[src/rtl/tfb_pkg.sv]
package tfb_pkg;

  localparam int HDR_BYTES = 14;
  localparam int MIN_FRAME = 60;

  typedef enum logic [2:0] {
    RES_NONE    = 3'd0,
    RES_OK      = 3'd1,
    RES_TXERR   = 3'd2,
    RES_TIMEOUT = 3'd3,
    RES_REJECT  = 3'd4
  } res_e;

  typedef enum logic [2:0] {
    S_IDLE, S_STOP, S_HDR, S_PAY, S_PAD, S_POST, S_WAIT
  } st_e;

  typedef enum logic [1:0] {
    K_HDR, K_PAY, K_PAD
  } kind_e;

  // Header byte by index: destination, station, type high, type low.
  function automatic logic [7:0] hdr_byte(input logic [3:0] idx,
                                          input logic [47:0] dst,
                                          input logic [47:0] src,
                                          input logic [15:0] typ);
    logic [111:0] hdr;
    hdr = {dst, src, typ};
    return hdr[111 - 8 * int'(idx) -: 8];
  endfunction

  function automatic logic [15:0] raw_len(input logic [15:0] plen);
    return plen + 16'(HDR_BYTES);
  endfunction

  // Length is cut to 12 bits first, then raised to the minimum frame size.
  function automatic logic [11:0] final_len(input logic [15:0] raw);
    logic [11:0] m;
    m = raw[11:0];
    return (m < 12'(MIN_FRAME)) ? 12'(MIN_FRAME) : m;
  endfunction

  function automatic logic [31:0] status_word(input logic [11:0] flen);
    return {1'b1, 19'd0, flen};
  endfunction

endpackage

[src/rtl/tfb_lencalc.sv]
module tfb_lencalc
  import tfb_pkg::*;
#(
  parameter int BUF_BYTES = 1536
) (
  input  logic [15:0] plen,
  output logic [11:0] end_len,
  output logic [11:0] frame_len,
  output logic        too_big
);
  localparam logic [15:0] LIMIT = 16'(BUF_BYTES);

  logic [15:0] raw;

  always_comb begin
    raw       = raw_len(plen);
    end_len   = raw[11:0];
    frame_len = final_len(raw);
    too_big   = raw > LIMIT;
  end
endmodule

[src/rtl/tfb_bytesel.sv]
module tfb_bytesel
  import tfb_pkg::*;
(
  input  kind_e       kind,
  input  logic [3:0]  hdr_idx,
  input  logic [47:0] dst,
  input  logic [47:0] src,
  input  logic [15:0] typ,
  input  logic [7:0]  pay,
  output logic [7:0]  wdata
);
  always_comb begin
    unique case (kind)
      K_HDR:   wdata = hdr_byte(hdr_idx, dst, src, typ);
      K_PAY:   wdata = pay;
      default: wdata = 8'h00;
    endcase
  end
endmodule

[src/rtl/tfb_timer.sv]
module tfb_timer #(
  parameter int CYCLES = 1000
) (
  input  logic clk,
  input  logic rst_n,
  input  logic run,
  output logic expired
);
  localparam int CW = $clog2(CYCLES + 1);

  logic [CW-1:0] cnt;

  assign expired = run && (cnt == CW'(CYCLES - 1));

  always_ff @(posedge clk or negedge rst_n) begin
    if (!rst_n)        cnt <= '0;
    else if (!run)     cnt <= '0;
    else if (!expired) cnt <= cnt + 1'b1;
  end
endmodule

[src/rtl/tx_frame_builder.sv]
module tx_frame_builder
  import tfb_pkg::*;
#(
  parameter int BUF_BYTES   = 1536,
  parameter int LEN_W       = 12,
  parameter int TIMEOUT_CYC = 100000,
  localparam int ADDR_W     = $clog2(BUF_BYTES),
  localparam int PTR_W      = $clog2(BUF_BYTES + 1)
) (
  input  logic              clk,
  input  logic              rst_n,
  input  logic              start,
  input  logic [47:0]       dst_addr,
  input  logic [47:0]       src_addr,
  input  logic [15:0]       eth_type,
  input  logic [LEN_W-1:0]  pay_len,
  input  logic              pay_valid,
  input  logic [7:0]        pay_data,
  output logic              pay_ready,
  output logic              buf_we,
  output logic [ADDR_W-1:0] buf_addr,
  output logic [7:0]        buf_wdata,
  output logic              desc_wr,
  output logic [31:0]       desc_status,
  input  logic              tx_own,
  input  logic              tx_ok,
  output logic              tx_run,
  output logic              busy,
  output logic              done,
  output logic [2:0]        res_code
);

  st_e              st;
  logic [PTR_W-1:0] ptr;
  logic [15:0]      ptr16;
  logic [47:0]      dst_q, src_q;
  logic [15:0]      typ_q;
  logic [11:0]      end_q, flen_q;
  logic             nopay_q;
  res_e             res_q;
  logic             done_q, run_q;

  // Named events used by the checker and the FSM.
  logic [11:0] calc_end, calc_flen;
  logic        calc_big;
  logic        accept_go, reject_go, wait_tmo, fin_go;
  kind_e       kind;

  tfb_lencalc #(.BUF_BYTES(BUF_BYTES)) u_len (
    .plen      (16'(pay_len)),
    .end_len   (calc_end),
    .frame_len (calc_flen),
    .too_big   (calc_big)
  );

  tfb_timer #(.CYCLES(TIMEOUT_CYC)) u_tmr (
    .clk     (clk),
    .rst_n   (rst_n),
    .run     (st == S_WAIT),
    .expired (wait_tmo)
  );

  always_comb begin
    unique case (st)
      S_HDR:   kind = K_HDR;
      S_PAY:   kind = K_PAY;
      default: kind = K_PAD;
    endcase
  end

  tfb_bytesel u_sel (
    .kind    (kind),
    .hdr_idx (ptr[3:0]),
    .dst     (dst_q),
    .src     (src_q),
    .typ     (typ_q),
    .pay     (pay_data),
    .wdata   (buf_wdata)
  );

  assign ptr16     = 16'(ptr);
  assign accept_go = (st == S_IDLE) && start && !calc_big;
  assign reject_go = (st == S_IDLE) && start && calc_big;
  assign fin_go    = (st == S_WAIT) && (!tx_own || wait_tmo);

  assign pay_ready   = (st == S_PAY);
  assign buf_we      = (st == S_HDR) || (st == S_PAD) || ((st == S_PAY) && pay_valid);
  assign buf_addr    = ptr[ADDR_W-1:0];
  assign desc_wr     = (st == S_POST);
  assign desc_status = desc_wr ? status_word(flen_q) : 32'd0;
  assign tx_run      = run_q;
  assign busy        = (st != S_IDLE);
  assign done        = done_q;
  assign res_code    = res_q;

  always_ff @(posedge clk or negedge rst_n) begin
    if (!rst_n) begin
      st      <= S_IDLE;
      ptr     <= '0;
      dst_q   <= '0;
      src_q   <= '0;
      typ_q   <= '0;
      end_q   <= '0;
      flen_q  <= '0;
      nopay_q <= 1'b0;
      res_q   <= RES_NONE;
      done_q  <= 1'b0;
      run_q   <= 1'b0;
    end else begin
      done_q <= 1'b0;
      unique case (st)
        S_IDLE: begin
          if (reject_go) begin
            res_q  <= RES_REJECT;
            done_q <= 1'b1;
          end else if (accept_go) begin
            dst_q   <= dst_addr;
            src_q   <= src_addr;
            typ_q   <= eth_type;
            end_q   <= calc_end;
            flen_q  <= calc_flen;
            nopay_q <= (pay_len == '0);
            res_q   <= RES_NONE;
            run_q   <= 1'b0;
            ptr     <= '0;
            st      <= S_STOP;
          end
        end
        S_STOP: st <= S_HDR;
        S_HDR: begin
          ptr <= ptr + 1'b1;
          if (ptr16 == 16'(HDR_BYTES - 1)) st <= nopay_q ? S_PAD : S_PAY;
        end
        S_PAY: begin
          if (pay_valid) begin
            ptr <= ptr + 1'b1;
            if (ptr16 + 16'd1 == 16'(end_q))
              st <= (end_q < flen_q) ? S_PAD : S_POST;
          end
        end
        S_PAD: begin
          ptr <= ptr + 1'b1;
          if (ptr16 + 16'd1 == 16'(flen_q)) st <= S_POST;
        end
        S_POST: begin
          run_q <= 1'b1;
          st    <= S_WAIT;
        end
        S_WAIT: begin
          if (fin_go) begin
            if (!tx_own) res_q <= tx_ok ? RES_OK : RES_TXERR;
            else         res_q <= RES_TIMEOUT;
            done_q <= 1'b1;
            st     <= S_IDLE;
          end
        end
        default: st <= S_IDLE;
      endcase
    end
  end

endmodule

[config.mk]
export PLATFORM = sky130hd
export DESIGN_NAME = tx_frame_builder
export DESIGN_NICKNAME = d
export VERILOG_FILES = /design/src/rtl/tfb_pkg.sv /design/src/rtl/tfb_lencalc.sv /design/src/rtl/tfb_bytesel.sv /design/src/rtl/tfb_timer.sv /design/src/rtl/tx_frame_builder.sv
export SDC_FILE = /design/constraint.sdc
export NUM_CORES = 1
export LEC_CHECK = 0
export CAP_MARGIN = 10
export CORE_ASPECT_RATIO = 1.25
export CORE_MARGIN = 3
export CORE_UTILIZATION = 55
export CTS_CLUSTER_SIZE = 16
export DETAILED_ROUTE_END_ITERATION = 10
export DONT_BUFFER_PORTS = 1
export GPL_TIMING_DRIVEN = 0
export PLACE_DENSITY_LB_ADDON = 0.3
export SLEW_MARGIN = 20
export SYNTH_ARGS = -nofsm -noshare
export SYNTH_HDL_FRONTEND = slang
export SYNTH_SLANG_ARGS = --single-unit
[constraint.sdc]
create_clock -name clk -period 2.3 [get_ports clk]
set_input_delay 0.23 -clock clk [delete_from_list [all_inputs] [get_ports clk]]
set_output_delay 0.23 -clock clk [all_outputs]
set_load 0.02 [all_outputs]
Yosys cells after proc, flatten, opt, wreduce, memory -nomap -nowiden
Index checks and enable logic that the tools add are counted.
Widths: inputs -> output; s select.
- output and inout port bits: 60
- bits in registers: 173
- logic and storage cells: 98
- input bits: 138
- equal/unequal tests: 20
- magnitude comparators: 3
- muxes and demuxes: 32
- reductions and logical operators: 24
- shift operators: 1
- bitwise operators: 1
- $add $sub $neg: 5
- operators by type and width (operator ; count):
    $shiftx 119x32->8 ; 1
    $mux 17 ; 2
    $mux 11 ; 3
    $mux 3 ; 11
    $pmux 11 s3 ; 1
    $mux 32 ; 1
    $pmux 3 s7 ; 1
    $add 17x1->17 const B ; 1
    $eq 17x17->1 const B ; 1
    $eq 16x12->1 ; 1
    $gt 16x11->1 const B ; 1
    $pmux 8 s2 ; 1
    $add 12x4->13 const B ; 1
    $add 11x1->12 const B ; 1
    $eq 12x12->1 ; 1
    $logic_not 12->1 ; 1
    $lt 12x12->1 ; 1
    $lt 12x6->1 const B ; 1
    $mux 12 ; 1
    $add 11x1->11 const B ; 1
    $eq 11x4->1 const B ; 1
    $ne 2x2->1 const B ; 5
    $eq 3x3->1 const B ; 3
    $reduce_and 3->1 ; 3
    other kinds (22) ; 41

Logic depth before layout (Yosys ltp)
- depth after elaboration: 7
- mapped depth: 12
- depth with buffers taken out: 9

Modules after synthesis
A second synthesis with hierarchy kept.
- cells, all modules: 912
- area, all modules: 10128.5 µm²
- modules (own cells, without submodules) (module ; cells each ; area each (µm²) ; sequential area each (µm²) ; instances):
    tx_frame_builder ; 610 ; 7450.9 ; 3903.7 ; 1
    tfb_bytesel ; 111 ; 1104.8 ; 0.0 ; 1
    tfb_timer ; 92 ; 912.1 ; 425.4 ; 1
    tfb_lencalc ; 99 ; 660.6 ; 0.0 ; 1

Worst setup path before layout
OpenSTA, ideal clock, no wires.
- path type: register to register
- from: register ptr[1], in the netlist buf_addr[1]
- to: register st[1]
- setup time: 121 ps
- required time: 2179 ps
- path buffers: 1
- path slack: -360 ps
- stages on the path, launching flop included: 10
- period minus slack after synthesis: 2660 ps
- arrival: 2539 ps
- cells stage by stage: dfrtp_1 ha_1 clkbuf_1 nand3_1 nor2_1 xnor2_1 o2111ai_1 nor4_1 o211ai_1 a22o_1
- word-level cells in the longest chain between the ends: 4
- elaborated cells between the ends (all ways): 8
- classes of those cells: add/sub (1); eq/ne (6); reduce/logical (1)
- ends and longest elaborated chain (item ; line ; text):
    from (decl) ; tx_frame_builder.sv:34 ; logic [PTR_W-1:0] ptr;
    from (signal assigned) ; tx_frame_builder.sv:131 ; ptr <= ptr + 1'b1;
    from (signal assigned) ; tx_frame_builder.sv:136 ; ptr <= ptr + 1'b1;
    from (signal assigned) ; tx_frame_builder.sv:142 ; ptr <= ptr + 1'b1;
    $add 11x1->12 ; tx_frame_builder.sv:137, tx_frame_builder.sv:143 ;
    $eq 16x12->1 / $eq 12x12->1 (equally long branches) ; tx_frame_builder.sv:137, tx_frame_builder.sv:143 ;
    $ne 2x1->1 (no source line) ; n/a ;
    $reduce_and 7->1 (no source line) * ; n/a ;
    to (signal assigned) ; tx_frame_builder.sv:132 ; if (ptr16 == 16'(HDR_BYTES - 1)) st <= nopay_q ? S_PAD : S_PAY;
    to (signal assigned) ; tx_frame_builder.sv:138 ; st <= (end_q < flen_q) ? S_PAD : S_POST;
    to (decl) ; tx_frame_builder.sv:33 ; st_e st;
Every way passes the cells marked *; elsewhere a longest branch is shown, timed or not.
A chain may end at the register's enable or synchronous reset.

Worst setup path after layout
- from: register ptr[1], in the netlist buf_addr[1]
- to: output buf_wdata[3]
- word-level cells in the longest chain between the ends: 3
- ends and longest elaborated chain (item ; line ; text):
    $sub 7x7->8 ; tfb_pkg.sv:29 ; return hdr[111 - 8 * int'(idx) -: 8];
    $shiftx 119x32->8 ; tfb_pkg.sv:29 ;
    $pmux 8 s2 ; tfb_bytesel.sv:13 ; unique case (kind)
    to (decl) ; tx_frame_builder.sv:22 ; output logic [7:0] buf_wdata,
Every way passes these cells.

==> flow_summary_export.csv <==
group,metric,value,unit
clocking,cts_buffers,17,
placed_design,portBuffers,0,
run_status,violations,"negative hold slack, negative setup slack",
sta,hold_ws,-515,ps
floorplan,die_area,0.0193,mm^2
critical_path,crit_buf_inv,1,
global_routing,overflow,0,
clocking,cts_buffer_depth,2,
sta,fin_crit,2820,ps
placed_design,placed_cell_area,0.0101,mm^2
global_routing,grt_use_met2,0.576,
route,ant_nets,0,
yosys,syn_area_per_cell,8.51,um^2
global_routing,grt_usage,0.336,
global_routing,antenna_found_initial,0,
floorplan,core,0.0171,mm^2
critical_path,startpoint_type,"register",
placed_design,place_congestion,0.946,
sta,grt_setup_unrepaired,"true",
route,viasPerCell,6.11,
sta,tightest_slew,1190,ps
route,wl_per_cell,21.3,um
route,drc,0,
yosys,netlist.area_leader.share,0.445,
placed_design,place_ws,-616,ps
yosys,synth_edf_count,0,
clocking,clk_pin_slew,70,ps
global_routing,grt_most_used_layer,"met2",
yosys,synth_warnings,0,
final_layout,postLayoutCellArea,0.0125,mm^2
final_layout,nNetsFinal,1456,
sta,period_share,1.23,
global_routing,use_met1,0.400,
critical_path,cp-endpoint,"buf_wdata[3]",
critical_path,r2r-start,"buf_addr[1]$_DFFE_PN0P_",
yosys,ys.flop_type,"dfrtp_1",
sta,clock.fmax,354,MHz
critical_path,path_cells,"ha_4 -> clkbuf_8 -> mux4_2 -> o221ai_2 -> o31ai_1 -> a32o_2",
sta,finalClockSkew,9.16,ps
route,dr.pass1.iters,5,
critical_path,end_kind,"primary output",
critical_path,reg2reg_depth,9,
final_layout,diodes,0,
critical_path,crit_type,"register to primary output",
critical_path,required,2070,ps
run_status,status,"finished with violations",
global_routing,grtUsageMet3,0.0801,
yosys,synth.distinct_cells,68,
critical_path,r2r_slack,-420,ps
power,power.leakage,5.89,nW
global_routing,grt_pass1_vias,9568,
clocking,clk_latency,440,ps
global_routing,grt_pass1_wl,51400,um
critical_path,worst-path-max-fanout,10,
critical_path,cp.depth,6,
critical_path,crit_start,"buf_addr[1]$_DFFE_PN0P_",
yosys,synth.area.top_cells,"dfrtp_1 (45%), nand2_1 (15%), mux2_2 (4.7%)",
floorplan,die_x,125,um
yosys,netlist_area,0.00973,mm^2
placed_design,hpwl,20800,um
job,max_cap_viol_count,0,
critical_path,cp.arrival,2590,ps
clocking,cts_tree,"yes",
critical_path,max_stage_delay,540,ps
critical_path,r2r-end,"st[0]$_DFFE_PN0P_",
sta,finalSetupViolCount,11,
clocking,cts_root_buffer,"clkbuf_16",
power,ir_worst_vdd,0.000692,V
worst_hold_path,hp-class,"primary input to asynchronous set/reset pin",
sta,tns,-5170,ps
power,cellPowerDensity,1320,mW/mm^2
sta,slew_viol_final,0,
route,dr.first_iter.drc_count,907,
sta,hold_viol_final,173,
critical_path,crit_family,"compound AO/OA/AOI/OAI gates",
final_layout,layout-drive-gt1-share,0.176,
floorplan,row_count,53,
power,power,16.5,mW
yosys,yosys.area.top_type,"dfrtp_1",
clocking,htree_levels,4,
floorplan,fp.dieH,155,um
yosys,async_flop_share,1.00,
yosys,netlist_instances,1143,
sta,relSlewSlack,0.198,
sta,fin_ws,-523,ps
final_layout,area.growth.synth_to_final,28.5,%
critical_path,slowest_stage,"dfrtp_2",
floorplan,io_pins,198,
route,wl,32700,um
clocking,clock-sinks,173,
floorplan,initial_core_util,0.568,
yosys,ys_seq_area_frac,0.445,
route,num_vias,9367,
global_routing,grt_max_degree,174,
clocking,hold_buffers,117,
yosys,synth_seq_cells,173,
-- kinds of logic (layout without fill, tap and decap cells) --
| kind of cell | count (synthesis) | in the layout | synth area share |
|---|---|---|---|
| adder cells (fa/ha/maj) | 17 | 17 | 0.0219 |
| AND/OR/NAND/NOR | 559 | 559 | 0.244 |
| multiplexers | 48 | 48 | 0.0587 |
| AO/OA/AOI/OAI | 182 | 182 | 0.124 |
| flip-flops | 173 | 173 | 0.445 |
| buffers and inverters | 114 | 266 | 0.0576 |
| XOR/XNOR | 49 | 49 | 0.0484 |
| other | 1 | 19 | 0.000386 |
-- layout make-up --
| cell class | instances | area, um^2 |
|---|---|---|
| plain buffers | 86 | 591 |
| clock buffers | 19 | 453 |
| clock inverters | 12 | 155 |
| fillers | 1220 | 4610 |
| inverters | 25 | 115 |
| multi-input cells | 874 | 5350 |
| flip-flops and latches | 173 | 4340 |
| well taps | 220 | 275 |
| repair buffers | 124 | 1230 |
-- synth_stat cells, types with 10 or more instances --
| cell type | n |
|---|---|
| nand2_1 | 388 |
| dfrtp_1 | 173 |
| nor2_1 | 47 |
| mux2_2 | 41 |
| o21ai_0 | 41 |
| a21oi_1 | 37 |
| clkbuf_1 | 35 |
| nand3_1 | 26 |
| buf_2 | 25 |
| nor3_1 | 24 |
| inv_1 | 23 |
| xnor2_1 | 23 |
| xor2_1 | 23 |
| buf_4 | 21 |
| o22ai_1 | 18 |
| ha_1 | 17 |
| a31oi_1 | 11 |
| nor4_1 | 10 |
-- sequential cells by signal (all words and copies together) (netlist names) --
signal and count:
typ_q 16, u_tmr.cnt 17, end_q 12, st 3, res_code 3, tx_run 1
dst_q 48, done 1, buf_addr 11, flen_q 12, nopay_q 1, src_q 48
-- what timing repair did --
action                                  in CTS  in global routing
buffers inserted                             4                  1
gates cloned                                 2                  0
resized for setup                           92                 66
endpoints found under the hold margin      291                173
endpoints found under the setup margin     173                 70
pin swaps                                   13                 16
-- report_power, final --
| part | internal [mW] | total, mW | switching [mW] |
|---|---|---|---|
| clock | 1.69 | 3.04 | 1.36 |
| combinational | 3.38 | 8.00 | 4.61 |
| sequential | 4.28 | 5.43 | 1.15 |
| total | 9.35 | 16.5 | 7.12 |
-- routing by layer --
layer / share of wire / up-vias
li1: - / 4177
met1: 0.37 / 4572
met2: 0.50 / 501
met3: 0.083 / 117
met4: 0.045 / 0
met5: 0 / -
-- through the flow --
stage	instances	util
4_1_cts	1533	0.718
3_5_place_dp	1381	0.593
6_report	1533	0.731
2_1_floorplan	1161	-
3_3_place_gp	1381	0.593
5_1_grt	1533	0.731
-- worst min path at each step --
stage               startpoint                      end  slack, ps  cells after the start
global route             rst_n    src_q[37]$_DFFE_PN0P_       -530                      0
floorplan                rst_n  buf_addr[0]$_DFFE_PN0P_        -70                      0
global placement         rst_n    src_q[46]$_DFFE_PN0P_        -60                      0
CTS                      rst_n    src_q[37]$_DFFE_PN0P_       -520                      0
detailed placement       rst_n    src_q[38]$_DFFE_PN0P_        -60                      0
finish                   rst_n    src_q[38]$_DFFE_PN0P_       -520                      0
-- placed cells by master, fill, tap and decap left out, types with 11 or more instances in the layout --
| master | netlist | routed |
|---|---|---|
| nand3_1 | 26 | 22 |
| dlygate4sd3_1 | 0 | 117 |
| ha_1 | 17 | 14 |
| conb_1 | 1 | 19 |
| xnor2_1 | 23 | 23 |
| buf_2 | 25 | 20 |
| nand2_1 | 388 | 384 |
| o21ai_0 | 41 | 33 |
| nor3_1 | 24 | 12 |
| clkbuf_16 | 0 | 18 |
| clkbuf_2 | 0 | 11 |
| dfrtp_1 | 173 | 166 |
| o22ai_1 | 18 | 14 |
| inv_1 | 23 | 21 |
| nor2_1 | 47 | 46 |
| buf_4 | 21 | 31 |
| xor2_1 | 23 | 22 |
| mux2_2 | 41 | 33 |
| a31oi_1 | 11 | 11 |
| a21oi_1 | 37 | 35 |
Power figures use the tool's default switching activity.
